===== config.mk =====
export PLATFORM = sky130hd
export DESIGN_NAME = fu_dep_scoreboard
export DESIGN_NICKNAME = d
export VERILOG_FILES = /design/src/rtl/fu_sb_pkg.sv /design/src/rtl/fu_busy_track.sv /design/src/rtl/fu_dep_matrix.sv /design/src/rtl/fu_dep_scoreboard.sv
export SDC_FILE = /design/constraint.sdc
export NUM_CORES = 1
export LEC_CHECK = 0
export BUFFER_PORTS_ARGS = -buffer_cell sky130_fd_sc_hd__clkbuf_2
export CORE_MARGIN = 1.5
export CORE_UTILIZATION = 35
export CTS_CLUSTER_DIAMETER = 80
export CTS_CLUSTER_SIZE = 24
export DETAILED_ROUTE_END_ITERATION = 8
export MAX_ROUTING_LAYER = met4
export PLACE_DENSITY = 0.57
export SLEW_MARGIN = 20
export SYNTH_ARGS = -nofsm -noshare
export SYNTH_HDL_FRONTEND = slang
export SYNTH_SLANG_ARGS = --single-unit

===== constraint.sdc =====
create_clock -name clk -period 2.5 [get_ports clk]
set_clock_uncertainty 0.2 [all_clocks]
set_input_delay 0.5 -clock clk [delete_from_list [all_inputs] [get_ports clk]]
set_output_delay 0.5 -clock clk [all_outputs]
set_load 0.01 [all_outputs]

===== src/rtl/fu_sb_pkg.sv =====
package fu_sb_pkg;
  localparam int SB_UNITS_DEFAULT = 8;

  // matrix kinds held by the scoreboard
  typedef enum int {
    MX_RAW = 0,
    MX_WAW = 1,
    MX_AGE = 2
  } mx_kind_e;

  localparam int MX_COUNT = 3;
endpackage


===== src/rtl/fu_busy_track.sv =====
module fu_busy_track #(
  parameter int NUM_FU = 8,
  parameter int IW     = 3
) (
  input  logic              clk,
  input  logic              rst,
  input  logic              issue_valid,
  input  logic [IW-1:0]     issue_unit,
  input  logic [NUM_FU-1:0] release_vec,
  output logic [NUM_FU-1:0] busy_q,
  output logic [NUM_FU-1:0] busy_d,
  output logic [NUM_FU-1:0] accept_mask
);

  always_comb begin
    accept_mask = '0;
    if (issue_valid && (int'(issue_unit) < NUM_FU)) begin
      if (!busy_q[issue_unit] && !release_vec[issue_unit])
        accept_mask[issue_unit] = 1'b1;
    end
  end

  assign busy_d = (busy_q & ~release_vec) | accept_mask;

  always_ff @(posedge clk) begin
    if (rst) busy_q <= '0;
    else     busy_q <= busy_d;
  end

endmodule


===== src/rtl/fu_dep_matrix.sv =====
module fu_dep_matrix #(
  parameter int NUM_FU = 8,
  parameter int IW     = 3
) (
  input  logic              clk,
  input  logic              rst,
  input  logic              wr_en,
  input  logic [IW-1:0]     wr_row,
  input  logic [NUM_FU-1:0] wr_vec,
  input  logic [NUM_FU-1:0] clr_col,
  input  logic [NUM_FU-1:0] clr_row,
  output logic [NUM_FU-1:0] row_pending_d
);

  for (genvar r = 0; r < NUM_FU; r++) begin : g_row
    logic [NUM_FU-1:0] cell_q;
    logic [NUM_FU-1:0] cell_d;

    always_comb begin
      if (wr_en && (int'(wr_row) == r))
        cell_d = wr_vec;
      else if (clr_row[r])
        cell_d = '0;
      else
        cell_d = cell_q & ~clr_col;
    end

    always_ff @(posedge clk) begin
      if (rst) cell_q <= '0;
      else     cell_q <= cell_d;
    end

    assign row_pending_d[r] = |cell_d;
  end

endmodule


===== src/rtl/fu_dep_scoreboard.sv =====
module fu_dep_scoreboard #(
  parameter int NUM_FU = fu_sb_pkg::SB_UNITS_DEFAULT,
  localparam int IW    = (NUM_FU > 1) ? $clog2(NUM_FU) : 1
) (
  input  logic              clk,
  input  logic              rst,
  input  logic              issue_valid_in,
  input  logic [IW-1:0]     issue_unit_in,
  input  logic [NUM_FU-1:0] issue_raw_in,
  input  logic [NUM_FU-1:0] issue_waw_in,
  input  logic [NUM_FU-1:0] done_in,
  input  logic [NUM_FU-1:0] hold_in,
  input  logic [NUM_FU-1:0] kill_in,
  input  logic [NUM_FU-1:0] commit_in,
  output logic [NUM_FU-1:0] go_read_o,
  output logic [NUM_FU-1:0] go_write_o,
  output logic [NUM_FU-1:0] commit_ready_o
);
  import fu_sb_pkg::*;

  logic [NUM_FU-1:0] release_vec;
  logic [NUM_FU-1:0] busy_q, busy_d, accept_mask;
  logic [NUM_FU-1:0] dep_base;
  logic [NUM_FU-1:0] set_vec [MX_COUNT];
  logic [NUM_FU-1:0] pend_d  [MX_COUNT];
  logic [NUM_FU-1:0] go_read_d, go_write_d, commit_ready_d;

  assign release_vec = kill_in | commit_in;

  fu_busy_track #(.NUM_FU(NUM_FU), .IW(IW)) u_busy (
    .clk         (clk),
    .rst         (rst),
    .issue_valid (issue_valid_in),
    .issue_unit  (issue_unit_in),
    .release_vec (release_vec),
    .busy_q      (busy_q),
    .busy_d      (busy_d),
    .accept_mask (accept_mask)
  );

  // only units that stay busy across this edge can be waited on
  assign dep_base        = busy_q & ~release_vec;
  assign set_vec[MX_RAW] = issue_raw_in & dep_base;
  assign set_vec[MX_WAW] = issue_waw_in & dep_base;
  assign set_vec[MX_AGE] = dep_base;

  for (genvar k = 0; k < MX_COUNT; k++) begin : g_mx
    fu_dep_matrix #(.NUM_FU(NUM_FU), .IW(IW)) u_mx (
      .clk           (clk),
      .rst           (rst),
      .wr_en         (|accept_mask),
      .wr_row        (issue_unit_in),
      .wr_vec        (set_vec[k]),
      .clr_col       (release_vec),
      .clr_row       (release_vec),
      .row_pending_d (pend_d[k])
    );
  end

  assign go_read_d      = busy_d & ~pend_d[MX_RAW];
  assign go_write_d     = busy_d & done_in & ~pend_d[MX_WAW] & ~hold_in;
  assign commit_ready_d = go_write_d & ~pend_d[MX_AGE];

  always_ff @(posedge clk) begin
    if (rst) begin
      go_read_o      <= '0;
      go_write_o     <= '0;
      commit_ready_o <= '0;
    end else begin
      go_read_o      <= go_read_d;
      go_write_o     <= go_write_d;
      commit_ready_o <= commit_ready_d;
    end
  end


  reset_clear_chk: assert property (@(posedge clk)
    rst |=> (go_read_o == '0 && go_write_o == '0 && commit_ready_o == '0));


  hold_block_chk: assert property (@(posedge clk) disable iff (rst)
    (hold_in != '0) |=> ((go_write_o | commit_ready_o) & $past(hold_in)) == '0);


  single_oldest_chk: assert property (@(posedge clk) disable iff (rst)
    $onehot0(commit_ready_o));


  kill_idle_chk: assert property (@(posedge clk) disable iff (rst)
    (kill_in != '0) |=>
      ((go_read_o | go_write_o | commit_ready_o) & $past(kill_in)) == '0);


  commit_idle_chk: assert property (@(posedge clk) disable iff (rst)
    (commit_in != '0) |=>
      ((go_read_o | go_write_o | commit_ready_o) & $past(commit_in)) == '0);

endmodule


# ---- Word level (Yosys, flattened, before mapping)
# Cells that the tools add are included.
dict set report totals {
  input_bits 54
  out_inout_bits 24
  ff_bits 224
  wordCells 170
}
dict set report classes {
  n_lt_le_gt_ge 2
  n_reduce_logical 38
  bitwise_logic 39
  n_mux 56
  eq_ne 7
}
# cell count
set ops {}
lappend ops {{$mux 8} 50}
lappend ops {{$and 8x8->8} 32}
lappend ops {{$reduce_or 8->1} 25}
lappend ops {{$not 8->8} 5}
lappend ops {{$or 8x8->8} 2}
lappend ops {{$eq 3x3->1 const B} 4}
lappend ops {{$logic_and 1x1->1} 10}
lappend ops {{$bmux 1 s3} 2}
lappend ops {{$eq 3x2->1 const B} 2}
lappend ops {{$lt 3x4->1 const B} 1}
lappend ops {{$demux 1 s3} 1}
lappend ops {{$eq 3x1->1 const B} 1}
lappend ops {{$ge 3x1->1 const B} 1}
lappend ops {{$logic_not 3->1} 1}
lappend ops {{$mux 1} 3}
lappend ops {{$logic_not 1->1} 2}

# ---- Logic depth before layout (Yosys ltp)
# Gate-level depths: netlist of run 1.
dict set report depth {
  word_depth 15
  depth_mapped 9
}

# ---- Cells and area by module
# A second synthesis of run 1 with hierarchy kept.
dict set report unflattened {
  hier_cells 1299
  hier_area_um2 11394.7
}
# module cells_each n_inst seq_area_each_um2 area_each_um2
set modules_own_cells {}
lappend modules_own_cells {fu_dep_matrix 381 3 1281.2 3283.1}
lappend modules_own_cells {fu_dep_scoreboard 107 1 480.5 1124.8}
lappend modules_own_cells {fu_busy_track 49 1 160.2 420.4}

# ---- Worst setup path before layout of run 1
# No wires, ideal clock.
dict set report synth_path {
  path_kind {input -> register}
  start {input kill_in[1]}
  end {register g_mx[2].u_mx.g_row[1].cell_q[5]}
  slack_ps 201
  arrival_time_ps 1972
  setup_time_ps 128
  n_path_buf 4
  path_stages 8
  required_time_ps 2172
  cell_sequence {buf_2 or2_1 buf_2 or4_4 buf_6 buf_6 a41oi_1 nor2_1}
}
dict set report synth_between {
  elab_chain_len 10
  elab_cells_between_ends 11
  cone_classes {6 x mux; 1 x bitwise; 4 x reduce/logical}
}
# element line
set synth_rtl {}
lappend synth_rtl {{start, declared} fu_dep_scoreboard.sv:13} ;# input logic [NUM_FU-1:0] kill_in,
lappend synth_rtl {{$or 8x8->8 *} fu_dep_scoreboard.sv:28} ;# assign release_vec = kill_in | commit_in;
lappend synth_rtl {{$bmux 1 s3} fu_busy_track.sv:18} ;# if (!busy_q[issue_unit] && !release_vec[issue_unit])
lappend synth_rtl {{$mux 1 (implied by the code)} fu_busy_track.sv:18}
lappend synth_rtl {{$logic_not 1->1} fu_busy_track.sv:18}
lappend synth_rtl {{$logic_and 1x1->1} fu_busy_track.sv:18}
lappend synth_rtl {{$mux 8} fu_busy_track.sv:18}
lappend synth_rtl {{$mux 8} fu_busy_track.sv:17} ;# if (issue_valid && (int'(issue_unit) < NUM_FU)) begin
lappend synth_rtl {{$reduce_or 8->1} fu_dep_scoreboard.sv:51} ;# .wr_en (|accept_mask),
lappend synth_rtl {{$logic_and 1x1->1} fu_dep_matrix.sv:20} ;# if (wr_en && (int'(wr_row) == r))
lappend synth_rtl {{$mux 8 *} fu_dep_matrix.sv:20}
lappend synth_rtl {{end signal, assigned} fu_dep_matrix.sv:30} ;# else cell_q <= cell_d;
lappend synth_rtl {{end, declared} fu_dep_matrix.sv:16} ;# logic [NUM_FU-1:0] cell_q;
# Mark *: on every way between the ends. The rest lies on a longest branch, timed or not. The select of a mux whose other input is x is not followed.
# A chain may end at the register's enable or synchronous reset.

# ---- Worst setup path in the final report of run 1
dict set report layout_path {
  start {register u_busy.busy_q[7]}
  end {register commit_ready_o[7]}
}
dict set report layout_between {
  elab_chain_len 14
  elab_cells_between_ends 21
  cone_classes {6 x mux; 9 x bitwise; 6 x reduce/logical}
}
# element line
set layout_rtl {}
lappend layout_rtl {{start, declared} fu_busy_track.sv:10} ;# output logic [NUM_FU-1:0] busy_q,
lappend layout_rtl {{start signal, assigned} fu_busy_track.sv:27} ;# else busy_q <= busy_d;
lappend layout_rtl {{$bmux 1 s3} fu_busy_track.sv:18}
lappend layout_rtl {{$mux 1 (implied by the code)} fu_busy_track.sv:18}
lappend layout_rtl {{$logic_not 1->1} fu_busy_track.sv:18}
lappend layout_rtl {{$logic_and 1x1->1} fu_busy_track.sv:18}
lappend layout_rtl {{$mux 8} fu_busy_track.sv:18}
lappend layout_rtl {{$mux 8} fu_busy_track.sv:17}
lappend layout_rtl {{$reduce_or 8->1} fu_dep_scoreboard.sv:51}
lappend layout_rtl {{$logic_and 1x1->1} fu_dep_matrix.sv:20}
lappend layout_rtl {{$mux 8} fu_dep_matrix.sv:20}
lappend layout_rtl {{$reduce_or 8->1} fu_dep_matrix.sv:33} ;# assign row_pending_d[r] = |cell_d;
lappend layout_rtl {{$not 8->8} fu_dep_scoreboard.sv:61} ;# assign go_write_d = busy_d & done_in & ~pend_d[MX_WAW] & ~hold_in;
lappend layout_rtl {{$and 8x8->8 (2 in a row)} fu_dep_scoreboard.sv:61}
lappend layout_rtl {{$and 8x8->8 *} fu_dep_scoreboard.sv:62} ;# assign commit_ready_d = go_write_d & ~pend_d[MX_AGE];
lappend layout_rtl {{end signal, assigned} fu_dep_scoreboard.sv:72} ;# commit_ready_o <= commit_ready_d;
lappend layout_rtl {{end, declared} fu_dep_scoreboard.sv:17} ;# output logic [NUM_FU-1:0] commit_ready_o
# Marked as above.

==> results of run 1 <==
==> sequential cells by signal, indices dropped and copies added, names as in the netlist <==
register,count
u_busy.busy_q,8
g_mx.u_mx.g_row.cell_q,192
go_read_o,8
go_write_o,8
commit_ready_o,8
==> through the flow <==
step	hold WS [ns]	utilization (%)	cells
final	0.00607	43.3	1754
after global routing	0.0348	43.3	1754
after CTS	0.00452	43.3	1754
after detailed placement	0.245	41.6	1730
after global placement	0.248	41.6	1730
after floorplan	0.225	-	1243
==> cells in the mapped netlist, types with 11 or more instances <==
library cell,number,area share (%)
dfxtp_1,224,44
nor2_1,158,5.8
a21oi_1,139,6.8
nand2_1,116,4.3
clkbuf_1,77,2.8
nand4_1,71,4.3
nand3_1,59,2.9
a31oi_1,37,2.3
buf_2,37,1.8
nor3_1,27,1.3
nor3b_1,27,2.0
a41oi_1,25,2.1
a22oi_1,20,1.5
a221oi_1,15,1.3
nor4_1,14,0.86
a22o_1,12,1.0
and2_1,11,0.67
buf_6,11,1.2
nor4bb_1,11,1.1
==> cells in the final DEF, fill, tap and decap left out, drive strengths merged, types with 5 or more instances in the layout <==
cell type	count
a22o	12
and3	10
a21oi	139
a222oi	5
nand2	116
o211ai	5
nand4	71
nor4bb	11
nor4	17
buf	166
clkbuf	92
a211oi	11
a22oi	20
nor3	27
nor3b	29
or3b	7
a31oi	37
o21ai	10
o21a	5
dfxtp	224
and2	13
nor4b	9
mux2i	7
or2	10
nand3	59
a221oi	15
a41oi	25
nor2	161
==> final cells by class <==
cell class | count | share of cell area, %
clock buffer | 16 | 3.05
clock inverter | 8 | 0.845
inverter | 1 | 0.0302
multi-input combinational | 879 | 41.3
sequential | 224 | 36.1
tap | 384 | 3.86
timing repair buffer | 242 | 14.8
==> report_power, final <==
part           switching (mW)  internal (mW)
clock network            1.42           1.26
registers             0.00232           3.57
logic                   0.383          0.170
total                    1.81           5.00
==> per-layer routing <==
| metal | vias up | GRT usage (%) | share of wire (%) |
|---|---|---|---|
| met5 | - | - | 0 |
| met2 | 559 | 43.6 | 44 |
| met3 | 108 | 4.58 | 8.8 |
| met1 | 5106 | 38.2 | 43 |
| li1 | 4807 | - | - |
| met4 | 0 | 12.6 | 4.8 |
==> worst max path at each step <==
| stage | to | from |
|---|---|---|
| 6_report | commit_ready_o[7]$_SDFF_PP0_ | u_busy.busy_q[7]$_SDFF_PP0_ |
| 5_1_grt | commit_ready_o[4]$_SDFF_PP0_ | u_busy.busy_q[6]$_SDFF_PP0_ |
| 4_1_cts | commit_ready_o[7]$_SDFF_PP0_ | u_busy.busy_q[7]$_SDFF_PP0_ |
| 3_5_place_dp | commit_ready_o[7]$_SDFF_PP0_ | commit_in[3] |
| 3_3_place_gp | commit_ready_o[7]$_SDFF_PP0_ | kill_in[7] |
| 2_1_floorplan | g_mx[2].u_mx.g_row[1].cell_q[5]$_SDFF_PP0_ | kill_in[1] |
==> cells by family (layout without fill, tap and decap cells) <==
group           after synthesis  count (layout)  synth area share, %
compound gates              309             309                 20.0
buf+inv                     140             267                 6.53
flops                       224             224                 43.9
simple gates                562             562                 28.7
mux                           8               8                0.833
==> critical path, cell delays in order (launching register included) <==
cell	delay, ns
dfxtp_1	0.33
or3b_2	0.58
a221oi_1	0.42
nand4_1	0.17
a211oi_2	0.34
o21a_1	0.19
==> summary.md, run 1 <==
| Metric | Value |
|---|---|
| Reg2reg start | u_busy.busy_q[7]$_SDFF_PP0_ |
| DP Worst Slack | -0.0605 ns |
| Post-synthesis cell count | 1243 |
| Fill cells | 2912 |
| Synth cell types | 70 |
| Slew Viols, Final | 0 |
| Ratio of cells with drive above 1 in the final layout | 22.4% |
| H-tree levels | 1 |
| Yosys warnings | 0 |
| Mapped cell area | 0.0102 sq mm |
| Fin crit period | 2.30 ns |
| Reg2Reg Setup Slack | 0.20 ns |
| Resized Gates After CTS | 0 |
| Worst Hold Path Cells | 3 |
| Max-cap check violation count | 0 |
| Nets@finish | 1417 |
| Final Cell Area | 0.0124 sq mm |
| Tcrit/Tclk final | 92.2% |
| Syn Area/Cell | 8.22 sq um |
| Starting DRT DRC Count | 1167 |
| Crit Path Class | register to register |
| GRT Resource Usage Total | 28.9% |
| Initial Util | 35.6% |
| Top FF cell, synth | dfxtp_1 |
| Via count | 10600 |
| Global route overflow | 0 |
| Storage cell area | 0.00448 sq mm |
| Pre-antenna DRT Iters | 5 |
| Initial antenna violation count | 0 |
| Vias/cell | 6.03 |
| DR DRC count | 0 |
| Largest fanout on the critical path | 4 |
| Row cnt | 62 |
| Crit. End Element | register |
| Clk_lat worst skew | 0.52 ns |
| TritonCTS clock tree | built |
| Total power | 6.80 mW |
| Synth Net Count | 1297 |
| PD cells | 547 mW/mm^2 |
| Final Hold Viols | 0 |
| Worst R2R End | commit_ready_o[7]$_SDFF_PP0_ |
| Arrival @ worst endpoint | 2.54 ns |
| Post-synthesis sequential area ratio | 43.9% |
| First-pass GRT wire length | 63800 um |
| Layout area overhead | 21.7% |
| RSZ-0062 raised after global routing | false |
| Routability Congestion | 0.993 |
| Maximum buffer depth of the clock tree | 3 |
| Per-cell routed wire length | 24.6 um |
| Die Y | 174 um |
| IO buf count | 77 |
| Routed Wire Length | 43200 um |
| Vias in the first global route | 9837 |
| Reg2Reg Depth | 5 |
| Achievable Freq | 434 MHz |
| Total core area | 0.0287 sq mm |
| CTS Hold Bufs | 0 |
| CTS buffer count | 15 |
| Worst slew pin tran | 0.760 ns |
| Synth Register Bits | 224 |
| Die area | 0.0302 sq mm |
| HP Class | input pin to register |
| Hpwl dp | 31300 um |
| Hold Path End | go_write_o[2]$_SDFF_PP0_ |
| Final setup margin | 0.195 ns |
| Req. time, crit path | 2.74 ns |
| I/O pin total | 78 |
| Die width | 174 um |
| Setup violators final | 0 |
| Largest net degree at the start of global routing | 51 |
| Dpl cell area | 0.0119 sq mm |
| Clk root buf | clkbuf_16 |
| Multi-input logic area | 0.00514 sq mm |
| Postcts setup bufs | 0 |
| Async SR Flop Fraction | 0% |
| Leakage | 4.32 nW |
| Hold Startpoint | done_in[2] |
| Routed Antenna Nets | 0 |
| Slew margin rel. | 49.3% |
| Status | finished clean |
| EDFF count, synth | 0 |
| Startpoint Class | register |
| Clock Pin Slew Worst Setup and Hold Paths | 0.10 ns |
| Total Neg Setup Slack | 0 ns |
| CTS sink cnt | 224 |
| Diodes inserted | 0 |
| VDD IR max | 374 uV |
(Power assumes the default switching activity.)
==> inputs of run 2 (changes only) <==
Settings changed: CORE_MARGIN 1.5 to 2.
==> run 2 against run 1 <==
  * Flip-flop and latch count did not move
  * Non-clock buffer count up 5
  * Core utilization up 0.083 points
  * Die area increased by 1.2%
  * First-iteration DRC count rose by 21%
  * Wire length grew 2.7%
  * Critical path type unchanged
  * Largest power group unchanged
==> summary.md, run 2 (same netlist as run 1, synthesis figures left out) <==
| Metric | Value |
|---|---|
| Final setup margin | 0.213 ns |
| Crit Path Class | register to register |
| CP bufs+invs | 0 |
| Final Hold Viols | 0 |
| PD cells | 553 mW/mm^2 |
| Crit-path cells | or3b_1, and4_1, a41oi_1, o21a_1, nor4_1 |
| GRT Resource Usage Total | 29.0% |
| Crit. End Element | register |
| Setup violators final | 0 |
| Biggest register | g_mx.u_mx.g_row.cell_q |
| CTS Hold Bufs | 0 |
| Final Cell Area | 0.0125 sq mm |
| Die width | 175 um |
| Total core area | 0.0287 sq mm |
| Global route overflow | 0 |
| Worst slew pin tran | 0.970 ns |
| CTS buffer count | 15 |
| Fill cells | 2914 |
| DP Worst Slack | 0.00283 ns |
| Maximum buffer depth of the clock tree | 3 |
| Die area | 0.0306 sq mm |
| Max stage delay on crit path | 0.57 ns |
| Largest fanout on the critical path | 6 |
| Ratio of cells with drive above 1 in the final layout | 22.7% |
| Routability Congestion | 1.00 |
| WP depth | 5 |
| Worst Hold Path Cells | 3 |
| Startpoint Class | register |
| Clock Pin Slew Worst Setup and Hold Paths | 0.10 ns |
| Slew margin rel. | 35.3% |
| H-tree levels | 1 |
| Via count | 10600 |
| IO buf count | 77 |
| Reg2reg start | u_busy.busy_q[6]$_SDFF_PP0_ |
| Routed Wire Length | 44300 um |
| Initial antenna violation count | 1 |
| Vias in the first global route | 9847 |
| Worst R2R End | commit_ready_o[0]$_SDFF_PP0_ |
| Crit path max-delay family | simple AND/OR/NAND/NOR gates |
| Max-cap check violation count | 0 |
| Layout area overhead | 22.0% |
| Slew Viols, Final | 0 |
| Multi-input logic area | 0.00514 sq mm |
| Starting DRT DRC Count | 1414 |
| TritonCTS clock tree | built |
| DR DRC count | 0 |
| Dpl cell area | 0.0119 sq mm |
| Resized Gates After CTS | 0 |
| Tcrit/Tclk final | 91.5% |
| Total power | 6.89 mW |
| Most frequent cells in the layout | dfxtp_1 (224), buf_4 (156), nor2_1 (153) |
| Postcts setup bufs | 0 |
| Per-cell routed wire length | 25.2 um |
| Arrival @ worst endpoint | 2.49 ns |
| CTS sink cnt | 224 |
| Nets@finish | 1422 |
| Pre-antenna DRT Iters | 8 |
| Reg2Reg Setup Slack | 0.21 ns |
| Vias/cell | 6.04 |
| First-pass GRT wire length | 64800 um |
| VDD IR max | 319 uV |
| HP Class | input pin to register |
| Die Y | 175 um |
| Reg2Reg Depth | 5 |
| Crit path to | commit_ready_o[0]$_SDFF_PP0_ |
| Largest net degree at the start of global routing | 43 |
| Total Neg Setup Slack | 0 ns |
| Hold Startpoint | done_in[2] |
| Hpwl dp | 32000 um |
| Fin crit period | 2.29 ns |
| Clk_lat worst skew | 0.50 ns |
| I/O pin total | 78 |
| Clk root buf | clkbuf_16 |
| Achievable Freq | 437 MHz |
| Initial Util | 35.6% |
| Status | finished clean |
| Storage cell area | 0.00448 sq mm |
| Row cnt | 62 |
| RSZ-0062 raised after global routing | false |
| Crit path from | u_busy.busy_q[6]$_SDFF_PP0_ |
| Req. time, crit path | 2.70 ns |
| Commonest non-fill, non-tap cell in the layout | dfxtp_1 |
| Critical-path top delay cell | or3b_1 |
| Leakage | 4.33 nW |
| Number of flip-flops in the largest register | 192 |
| Routed Antenna Nets | 0 |
run 2: area by class of cell:
type	count	area share, %
diodes	1	0.0201
clock inverters	8	0.984
inverters	1	0.0301
clock buffers	17	3.07
flip-flops and latches	224	36.0
repair buffers	247	14.8
multi-input cells	879	41.2
well taps	384	3.86
run 2: layer usage:
layer  vias to the layer above  part of all wire (%)  global-route usage, %
met3                       129                   8.6                   4.92
met2                       558                    44                   43.5
met5                         -                     0                      -
li1                       4805                     -                      -
met4                         0                   5.2                   12.7
met1                      5141                    42                   38.4
run 2: power by group:
| part | internal, mW | total, mW | switching, mW | leakage (nW) |
|---|---|---|---|---|
| clock | 1.36 | 2.77 | 1.41 | 0.245 |
| sequential | 3.57 | 3.57 | 0.00238 | 1.80 |
| combinational | 0.170 | 0.554 | 0.383 | 2.29 |
run 2: how the worst min path moves through the flow:
stage | end | slack, ns
6_report | go_write_o[2]$_SDFF_PP0_ | 0.03
5_1_grt | go_write_o[2]$_SDFF_PP0_ | 0.04
4_1_cts | go_write_o[2]$_SDFF_PP0_ | 0.02
3_5_place_dp | g_mx[2].u_mx.g_row[2].cell_q[2]$_SDFF_PP0_ | 0.25
3_3_place_gp | g_mx[1].u_mx.g_row[7].cell_q[7]$_SDFF_PP0_ | 0.25
2_1_floorplan | g_mx[1].u_mx.g_row[7].cell_q[7]$_SDFF_PP0_ | 0.23
run 2: worst reg2reg max path: cells and delay by family, from the launching register on:
kind	cells	cell delay, ns
flops	1	0.55
simple gates	3	0.93
compound gates	2	0.49
run 2: through the flow:
stage | instances | hold WS [ns] | util (%)
floorplan | 1243 | 0.225 | -
global placement | 1735 | 0.250 | 41.6
detailed placement | 1735 | 0.254 | 41.6
CTS | 1760 | 0.0236 | 43.4
global route | 1761 | 0.0369 | 43.4
finish | 1761 | 0.0323 | 43.4
